**src/rtl/sram_ctl_pkg.sv**
```systemverilog
package sram_ctl_pkg;

  typedef enum logic [2:0] {
    ST_IDLE,
    ST_RD_ACCESS,
    ST_RD_CAPTURE,
    ST_WR_SETUP,
    ST_WR_PULSE,
    ST_WR_RECOVER,
    ST_TURNAROUND
  } ctl_state_e;

  typedef struct packed {
    logic ce1_n;
    logic ce2;
    logic oe_n;
    logic we_n;
    logic drv;
  } strobe_t;

  function automatic int ns_to_cyc(input int ns, input int period_ns);
    int c;
    c = (ns + period_ns - 1) / period_ns;
    return (c < 1) ? 1 : c;
  endfunction

  function automatic int max2(input int a, input int b);
    return (a > b) ? a : b;
  endfunction

endpackage

```
**src/rtl/cycle_counter.sv**
```systemverilog
module cycle_counter #(
  parameter int CNT_W = 3
) (
  input  logic             clk,
  input  logic             rst,
  input  logic             clr,
  output logic [CNT_W-1:0] cnt
);
  always_ff @(posedge clk) begin
    if (rst || clr)
      cnt <= '0;
    else if (cnt != '1)
      cnt <= cnt + 1'b1;
  end
endmodule

```
**src/rtl/strobe_decode.sv**
```systemverilog
module strobe_decode
  import sram_ctl_pkg::*;
#(
  parameter int CNT_W  = 3,
  parameter int REL_CYC = 2
) (
  input  ctl_state_e       state,
  input  logic [CNT_W-1:0] cnt,
  output strobe_t          strb
);
  always_comb begin
    strb = '{ce1_n: 1'b1, ce2: 1'b0, oe_n: 1'b1, we_n: 1'b1, drv: 1'b0};
    unique case (state)
      ST_RD_ACCESS: begin
        strb.ce1_n = 1'b0;
        strb.ce2   = 1'b1;
        strb.oe_n  = 1'b0;
      end
      ST_WR_SETUP: begin
        strb.ce1_n = 1'b0;
        strb.ce2   = 1'b1;
      end
      ST_WR_PULSE: begin
        strb.ce1_n = 1'b0;
        strb.ce2   = 1'b1;
        strb.we_n  = 1'b0;
        strb.drv   = (cnt >= CNT_W'(REL_CYC));
      end
      ST_WR_RECOVER: begin
        strb.ce1_n = 1'b0;
        strb.ce2   = 1'b1;
        strb.drv   = 1'b1;
      end
      default: ;
    endcase
  end
endmodule

```
**src/rtl/read_capture.sv**
```systemverilog
module read_capture #(
  parameter int DATA_W = 8
) (
  input  logic              clk,
  input  logic              rst,
  input  logic              load,
  input  logic [DATA_W-1:0] din,
  output logic [DATA_W-1:0] dout
);
  always_ff @(posedge clk) begin
    if (rst)
      dout <= '0;
    else if (load)
      dout <= din;
  end
endmodule

```
**src/rtl/sram_strobe_ctrl.sv**
```systemverilog
module sram_strobe_ctrl
  import sram_ctl_pkg::*;
#(
  parameter int ADDR_W     = 17,
  parameter int DATA_W     = 8,
  parameter int CLK_NS     = 10,
  parameter bit FAST_GRADE = 1'b0
) (
  input  logic              clk,
  input  logic              rst,
  input  logic              req_valid,
  output logic              req_ready,
  input  logic              req_write,
  input  logic [ADDR_W-1:0] req_addr,
  input  logic [DATA_W-1:0] req_wdata,
  output logic              rsp_done,
  output logic [DATA_W-1:0] rsp_rdata,
  output logic [ADDR_W-1:0] ram_addr,
  output logic              ram_ce1_n,
  output logic              ram_ce2,
  output logic              ram_oe_n,
  output logic              ram_we_n,
  output logic [DATA_W-1:0] ram_dq_out,
  output logic              ram_dq_oe,
  input  logic [DATA_W-1:0] ram_dq_in
);
  // speed grade timing in ns
  localparam int T_CYC_NS = FAST_GRADE ? 35 : 45;
  localparam int T_PWE_NS = FAST_GRADE ? 25 : 35;
  localparam int T_SD_NS  = FAST_GRADE ? 20 : 25;
  localparam int T_REL_NS = FAST_GRADE ? 10 : 15;

  // converted to clock cycles
  localparam int ACC_CYC   = ns_to_cyc(T_CYC_NS, CLK_NS);
  localparam int PWE_CYC   = ns_to_cyc(T_PWE_NS, CLK_NS);
  localparam int SD_CYC    = ns_to_cyc(T_SD_NS, CLK_NS);
  localparam int REL_CYC   = ns_to_cyc(T_REL_NS, CLK_NS);
  localparam int PULSE_CYC = max2(PWE_CYC, REL_CYC + SD_CYC);
  localparam int REC_CYC   = max2(1, ACC_CYC - 1 - PULSE_CYC);
  localparam int MAX_CYC   = max2(max2(ACC_CYC, PULSE_CYC), max2(REL_CYC, REC_CYC));
  localparam int CNT_W     = $clog2(MAX_CYC + 1);

  localparam logic [CNT_W-1:0] ACC_LAST   = CNT_W'(ACC_CYC - 1);
  localparam logic [CNT_W-1:0] PULSE_LAST = CNT_W'(PULSE_CYC - 1);
  localparam logic [CNT_W-1:0] REL_LAST   = CNT_W'(REL_CYC - 1);
  localparam logic [CNT_W-1:0] REC_LAST   = CNT_W'(REC_CYC - 1);

  ctl_state_e        state, state_nxt;
  logic [CNT_W-1:0]  cnt;
  logic [ADDR_W-1:0] addr_q;
  logic [DATA_W-1:0] wdata_q;
  strobe_t           strb;
  logic              accept;
  logic              cap_load;

  assign accept   = (state == ST_IDLE) && req_valid;
  assign cap_load = (state == ST_RD_ACCESS) && (cnt == ACC_LAST);

  always_comb begin
    state_nxt = state;
    unique case (state)
      ST_IDLE:       if (req_valid) state_nxt = req_write ? ST_WR_SETUP : ST_RD_ACCESS;
      ST_RD_ACCESS:  if (cnt == ACC_LAST) state_nxt = ST_RD_CAPTURE;
      ST_RD_CAPTURE: state_nxt = ST_TURNAROUND;
      ST_TURNAROUND: if (cnt == REL_LAST) state_nxt = ST_IDLE;
      ST_WR_SETUP:   state_nxt = ST_WR_PULSE;
      ST_WR_PULSE:   if (cnt == PULSE_LAST) state_nxt = ST_WR_RECOVER;
      ST_WR_RECOVER: if (cnt == REC_LAST) state_nxt = ST_IDLE;
      default:       state_nxt = ST_IDLE;
    endcase
  end

  always_ff @(posedge clk) begin
    if (rst) begin
      state   <= ST_IDLE;
      addr_q  <= '0;
      wdata_q <= '0;
    end else begin
      state <= state_nxt;
      if (accept) begin
        addr_q  <= req_addr;
        wdata_q <= req_wdata;
      end
    end
  end

  cycle_counter #(.CNT_W(CNT_W)) u_cnt (
    .clk (clk),
    .rst (rst),
    .clr (state_nxt != state),
    .cnt (cnt)
  );

  strobe_decode #(.CNT_W(CNT_W), .REL_CYC(REL_CYC)) u_dec (
    .state (state),
    .cnt   (cnt),
    .strb  (strb)
  );

  read_capture #(.DATA_W(DATA_W)) u_cap (
    .clk  (clk),
    .rst  (rst),
    .load (cap_load),
    .din  (ram_dq_in),
    .dout (rsp_rdata)
  );

  assign req_ready  = (state == ST_IDLE);
  assign rsp_done   = (state == ST_RD_CAPTURE) || ((state == ST_WR_RECOVER) && (cnt == '0));
  assign ram_addr   = addr_q;
  assign ram_dq_out = wdata_q;
  assign ram_ce1_n  = strb.ce1_n;
  assign ram_ce2    = strb.ce2;
  assign ram_oe_n   = strb.oe_n;
  assign ram_we_n   = strb.we_n;
  assign ram_dq_oe  = strb.drv;

endmodule

```
**config.mk**
```make
export PLATFORM = sky130hd
export DESIGN_NAME = sram_strobe_ctrl
export DESIGN_NICKNAME = d
export VERILOG_FILES = /design/src/rtl/sram_ctl_pkg.sv /design/src/rtl/cycle_counter.sv /design/src/rtl/strobe_decode.sv /design/src/rtl/read_capture.sv /design/src/rtl/sram_strobe_ctrl.sv
export SDC_FILE = /design/constraint.sdc
export NUM_CORES = 1
export LEC_CHECK = 0
export CAP_MARGIN = 15
export CORE_ASPECT_RATIO = 0.9
export CORE_UTILIZATION = 35
export CTS_BUF_LIST = sky130_fd_sc_hd__clkbuf_4
export DETAILED_ROUTE_END_ITERATION = 7
export PLACE_DENSITY_LB_ADDON = 0.2
export SETUP_SLACK_MARGIN = 0.4
export SLEW_MARGIN = 20
export SYNTH_ARGS = -nofsm -noshare
export SYNTH_HDL_FRONTEND = slang
export SYNTH_SLANG_ARGS = --single-unit
```
**constraint.sdc**
```tcl
create_clock -name clk -period 2.7 [get_ports clk]
set_clock_uncertainty 0.15 [all_clocks]
set_input_delay 0.54 -clock clk [delete_from_list [all_inputs] [get_ports clk]]
set_output_delay 0.54 -clock clk [all_outputs]
set_load 0.05 [all_outputs]
```
### Word level (Yosys, flattened, before mapping)

Cells that the tools add are included.

* $add $sub $neg: 1
* $lt $le $gt $ge: 1
* eq/ne operators: 10
* muxes and demuxes: 11
* reductions and logical operators: 8

Operators by type and width (number)
* $pmux 3 s7: 1
* $mux 3: 5
* $eq 3x3->1 const B: 4
* $eq 3x1->1 const B: 2
* $eq 3x2->1 const B: 2
* $logic_not 3->1: 2
* $mux 2: 2
* $reduce_or 4->1: 1
* $add 3x1->3 const B: 1
* $ge 3x2->1 const B: 1
* $logic_and 1x1->1: 3
* $ne 3x3->1: 1
* $ne 3x3->1 const B: 1
* $logic_or 1x1->1: 2
* $mux 1: 2
* $pmux 1 s2: 1

* register bits: 39

### Depth between registers and ports, before layout

* word-level depth: 5
* depth in mapped cells: 7
* mapped depth without buffers: 6

### Hierarchy

From an unflattened synthesis, not the netlist that was laid out.

* cells, all modules: 197
* area, all modules: 1634.1 um^2

By module, submodules not included
* sram_strobe_ctrl: instances 1, cells an instance 152, area an instance 1176.1 um^2, sequential area each 560.5 um^2
* read_capture: instances 1, cells an instance 26, area an instance 285.3 um^2, sequential area each 160.2 um^2
* cycle_counter: instances 1, cells an instance 11, area an instance 128.9 um^2, sequential area each 60.1 um^2
* strobe_decode: instances 1, cells an instance 8, area an instance 43.8 um^2, sequential area each 0.0 um^2

### Least setup slack after synthesis

OpenSTA, ideal clock, no wires.

* path type: register to output
* start: register state[0]
* end: output ram_ce1_n
* data arrival time: 2.408 ns
* data required time: 2.010 ns
* path slack: -0.398 ns
* cell stages (with the launch flop): 6
* path buffers: 2
* cells stage by stage: dfxtp_1 > buf_6 > buf_2 > inv_1 > o21ai_0 > inv_1

* longest elaborated chain between the ends: 3

RTL lines
* from (decl): RTL line sram_strobe_ctrl.sv:48 `ctl_state_e state, state_nxt;`
* from (signal assigned): RTL line sram_strobe_ctrl.sv:79 `state <= state_nxt;`
* $eq 3x1->1, or another cell as far along: RTL line strobe_decode.sv:13 `unique case (state)`
* $reduce_or 4->1 (no source line) *
* $mux 2 *: RTL line strobe_decode.sv:13
* to (decl): RTL line sram_strobe_ctrl.sv:19 `output logic ram_ce1_n,`

Mark *: on every way between the ends. The rest lies on a longest branch, timed or not.

### Final worst setup path

* start: register u_cnt.cnt[0]
* end: output ram_dq_oe

* longest elaborated chain between the ends: 2

RTL lines
* from (decl): RTL line cycle_counter.sv:7 `output logic [CNT_W-1:0] cnt`
* from (signal assigned): RTL line cycle_counter.sv:13 `cnt <= cnt + 1'b1;`
* $ge 3x2->1: RTL line strobe_decode.sv:27 `strb.drv = (cnt >= CNT_W'(REL_CYC));`
* $pmux 1 s2: RTL line strobe_decode.sv:13
* to (decl): RTL line sram_strobe_ctrl.sv:24 `output logic ram_dq_oe,`

Every way passes these cells.

==> key figures <==
Timing
  – Min Tclk post-route: 2.19 ns
  – Worst setup margin: 0.507 ns
  – RSZ-0062 raised after global routing: false
  – Final setup viols: 0
  – FMAX: 0.456 GHz
  – Final Max Tran Viols: 0
  – Worst slew margin: 0.647
  – Worst slew pin tran: 0.527 ns
  – Fin crit share: 0.812
  – Hold Fails Final Rpt: 0
  – TNS Setup: 0 ns

Detailed routing
  – Vias: 1585
  – DRC: 0
  – Final wirelength: 4.11 mm
  – First-pass DRT Iterations: 5
  – Via density: 4.66
  – Wire length per cell: 12.1 um
  – ANT nets after route: 0
  – Initial DRC Count: 34

Final layout
  – Synthesis-to-layout area growth: 48.8%
  – Proportion of layout cells with a drive suffix above 1: 0.101
  – Final core occ: 0.555
  – Final instance area: 2520 um^2
  – Nets: 320
  – Finished Layout Cells: 340
  – N_diodes: 0

Yosys
  – Register area share after synthesis: 0.461
  – Syn Area/Cell: 8.31 um^2
  – Synth unique cells: 35
  – Net count after synthesis: 246
  – Number of flops mapped to enable cells by yosys: 0
  – Synth Instances: 204
  – Synth async-reset ratio: 0
  – Ys Warns: 0
  – Prevailing post-synth register cell: dfxtp_1
  – Number of register bits inferred by synthesis: 39
  – Synth Cell Area: 1700 um^2

Floorplanning
  – Ports: 77
  – Core Area: 4550 um^2
  – Starting density of the core: 0.373
  – Chip width: 75.4 um
  – Die height: 68.0 um
  – Cell Rows: 23
  – DIE AREA: 5130 um^2

Power
  – Clock Power Share: 0.201
  – Gate power share: 0.322
  – Seq pwr share: 0.477
  – Max IR drop VDD: 0.279 mV
  – Leak pwr: 0.00100 uW
  – Switching power: 473 uW
  – Cell Int Power: 870 uW
  – Sw frac: 0.352
  – Cell Pwr Density: 532 nW/um^2

Worst hold path
  – Hold WC Path Type: flip-flop to flip-flop
  – Worst hold stages: 2

Global routing
  – Total track usage: 0.163
  – Initial antenna violation count: 0
  – First-pass GRT wire length: 6.30 mm
  – Largest net degree at the start of global routing: 26
  – Vias in the first global route: 1376
  – GRT overflow: 0

Critical path
  – R2r setup slk: 0.85 ns
  – Worst Reg-to-Reg Cells: 6
  – Worst Path Buf+Inv: 2
  – CP endpoint kind: output pin
  – Crit path arrival time: 1.50 ns
  – WS Path Type: flip-flop to output pin
  – Crit path launch: u_cnt.cnt[0]$_SDFFE_PP0P_
  – Critical-path top delay cell: dfxtp_2
  – CP max FO: 4
  – Cell chain of the critical path: inv_1, ha_1, nor4_1, nor2_1, buf_4
  – R2r startpoint: u_cnt.cnt[1]$_SDFFE_PP0P_
  – Kind of cell adding the most delay to the critical path: flip-flops
  – Critical R2R Capture: u_cap.dout[1]$_SDFFE_PP0P_
  – CP max stage delay: 0.38 ns
  – Required time of the worst setup path: 2.01 ns
  – Critical path depth: 5
  – Worst Setup EP: ram_dq_oe
  – Startpoint Class: flip-flop

Place
  – GPL Wtd Cong: 0.895
  – IO Port Bufs: 76
  – DP Cell Count: 333
  – Placed inst area: 2480 um^2
  – Detail Placement HPWL: 2.97 mm
  – Pre-CTS WS: 0.456 ns

Clocking
  – CTS max path bufs: 2
  – H-tree depth: 2
  – CTS tree: done
  – Post-CTS setup buffers: 0
  – CTS Hold Bufs: 0
  – Post-CTS Resized: 3
  – CTS clk-pin slew, worst paths: 0.11 ns
  – Clock latency on the worst-skew pair: 0.33 ns
  – CTS sink cnt: 39
  – Root buffer cell: clkbuf_4
  – Num CTS Buffers: 5

Outcome
  – Status: complete, no violations

Flow run
  – Max-cap violation count: 0
-- power groups by stage --
stage	sequential, uW	clock [uW]	combinational, uW
2_1_floorplan	742	0	194
3_3_place_gp	652	0	434
3_5_place_dp	652	0	437
4_1_cts	640	283	436
5_1_grt	646	302	464
6_report	641	270	433
-- tightest hold or removal path, stage by stage (launching register included) --
cell and delay [ns]:
dfxtp_1 0.33, nand2_1 0.05, a21oi_1 0.05
-- sequential cells by signal, indices dropped and copies added, names as in the netlist --
| name | cells |
|---|---|
| ram_dq_out | 8 |
| state | 3 |
| u_cnt.cnt | 3 |
| u_cap.dout | 8 |
| ram_addr | 17 |
-- synthesized netlist by cell type (2+ instances only) --
cell type / number / area share
nand2_1: 55 / 0.12
dfxtp_1: 39 / 0.46
a21oi_1: 24 / 0.071
nor2_1: 16 / 0.035
mux2i_1: 10 / 0.059
inv_1: 7 / 0.016
ha_1: 5 / 0.037
o21ai_0: 5 / 0.015
buf_2: 4 / 0.012
buf_6: 4 / 0.027
clkbuf_1: 4 / 0.0089
nor2b_1: 3 / 0.011
a211oi_1: 2 / 0.0089
a22o_1: 2 / 0.010
buf_4: 2 / 0.0089
nand3_1: 2 / 0.0059
nor3_1: 2 / 0.0059
-- placed cells by master, fill, tap and decap left out, types with 4 or more instances in the layout --
cell / Yosys / layout
a21oi_1: 24 / 24
buf_4: 2 / 11
clkbuf_4: 0 / 5
clkdlybuf4s50_1: 0 / 69
dfxtp_1: 39 / 36
ha_1: 5 / 4
inv_1: 7 / 7
mux2i_1: 10 / 10
nand2_1: 55 / 55
nor2_1: 16 / 16
-- worst min-delay path by stage --
stage / end / startpoint / slack [ns]
finish: ram_addr[10]$_SDFFE_PP0P_ / ram_addr[10]$_SDFFE_PP0P_ / 0.31
global route: ram_addr[11]$_SDFFE_PP0P_ / ram_addr[11]$_SDFFE_PP0P_ / 0.33
CTS: ram_addr[6]$_SDFFE_PP0P_ / ram_addr[6]$_SDFFE_PP0P_ / 0.31
detailed placement: ram_addr[6]$_SDFFE_PP0P_ / ram_addr[6]$_SDFFE_PP0P_ / 0.30
floorplan: u_cnt.cnt[0]$_SDFFE_PP0P_ / u_cnt.cnt[0]$_SDFFE_PP0P_ / 0.38
global placement: ram_addr[10]$_SDFFE_PP0P_ / ram_addr[10]$_SDFFE_PP0P_ / 0.29
-- per-layer routing --
metal	global-route usage	part of all wire	vias to the layer above
li1	-	-	821
met5	0	0	-
met2	0.256	0.44	62
met3	0.0648	0.10	5
met4	0.0625	0.010	0
met1	0.201	0.45	697
-- per-stage QoR --
step | power [uW] | hold slack [ns]
2_1_floorplan | 936 | 0.383
3_3_place_gp | 1090 | 0.291
3_5_place_dp | 1090 | 0.296
4_1_cts | 1360 | 0.311
5_1_grt | 1410 | 0.334
6_report | 1340 | 0.310
-- layout make-up --
| cell class | count | area [um^2] |
|---|---|---|
| inverters | 8 | 30.0 |
| fillers | 463 | 2020 |
| clock inverters | 2 | 8.76 |
| repair buffers | 82 | 787 |
| clock buffers | 5 | 37.5 |
| flip-flops and latches | 39 | 785 |
| well taps | 62 | 77.6 |
| multi-input cells | 142 | 797 |
-- cell families (layout without fill, tap and decap cells) --
kind of cell    count (synthesis)  in the layout  synth area share
flops                          39             39             0.461
simple gates                   85             85             0.219
buf+inv                        23             97            0.0760
xor+xnor                        1              1           0.00517
compound gates                 41             41             0.143
fa+ha+maj                       5              5            0.0369
mux                            10             10            0.0590
Note: power is estimated with default switching activity, not from simulation.
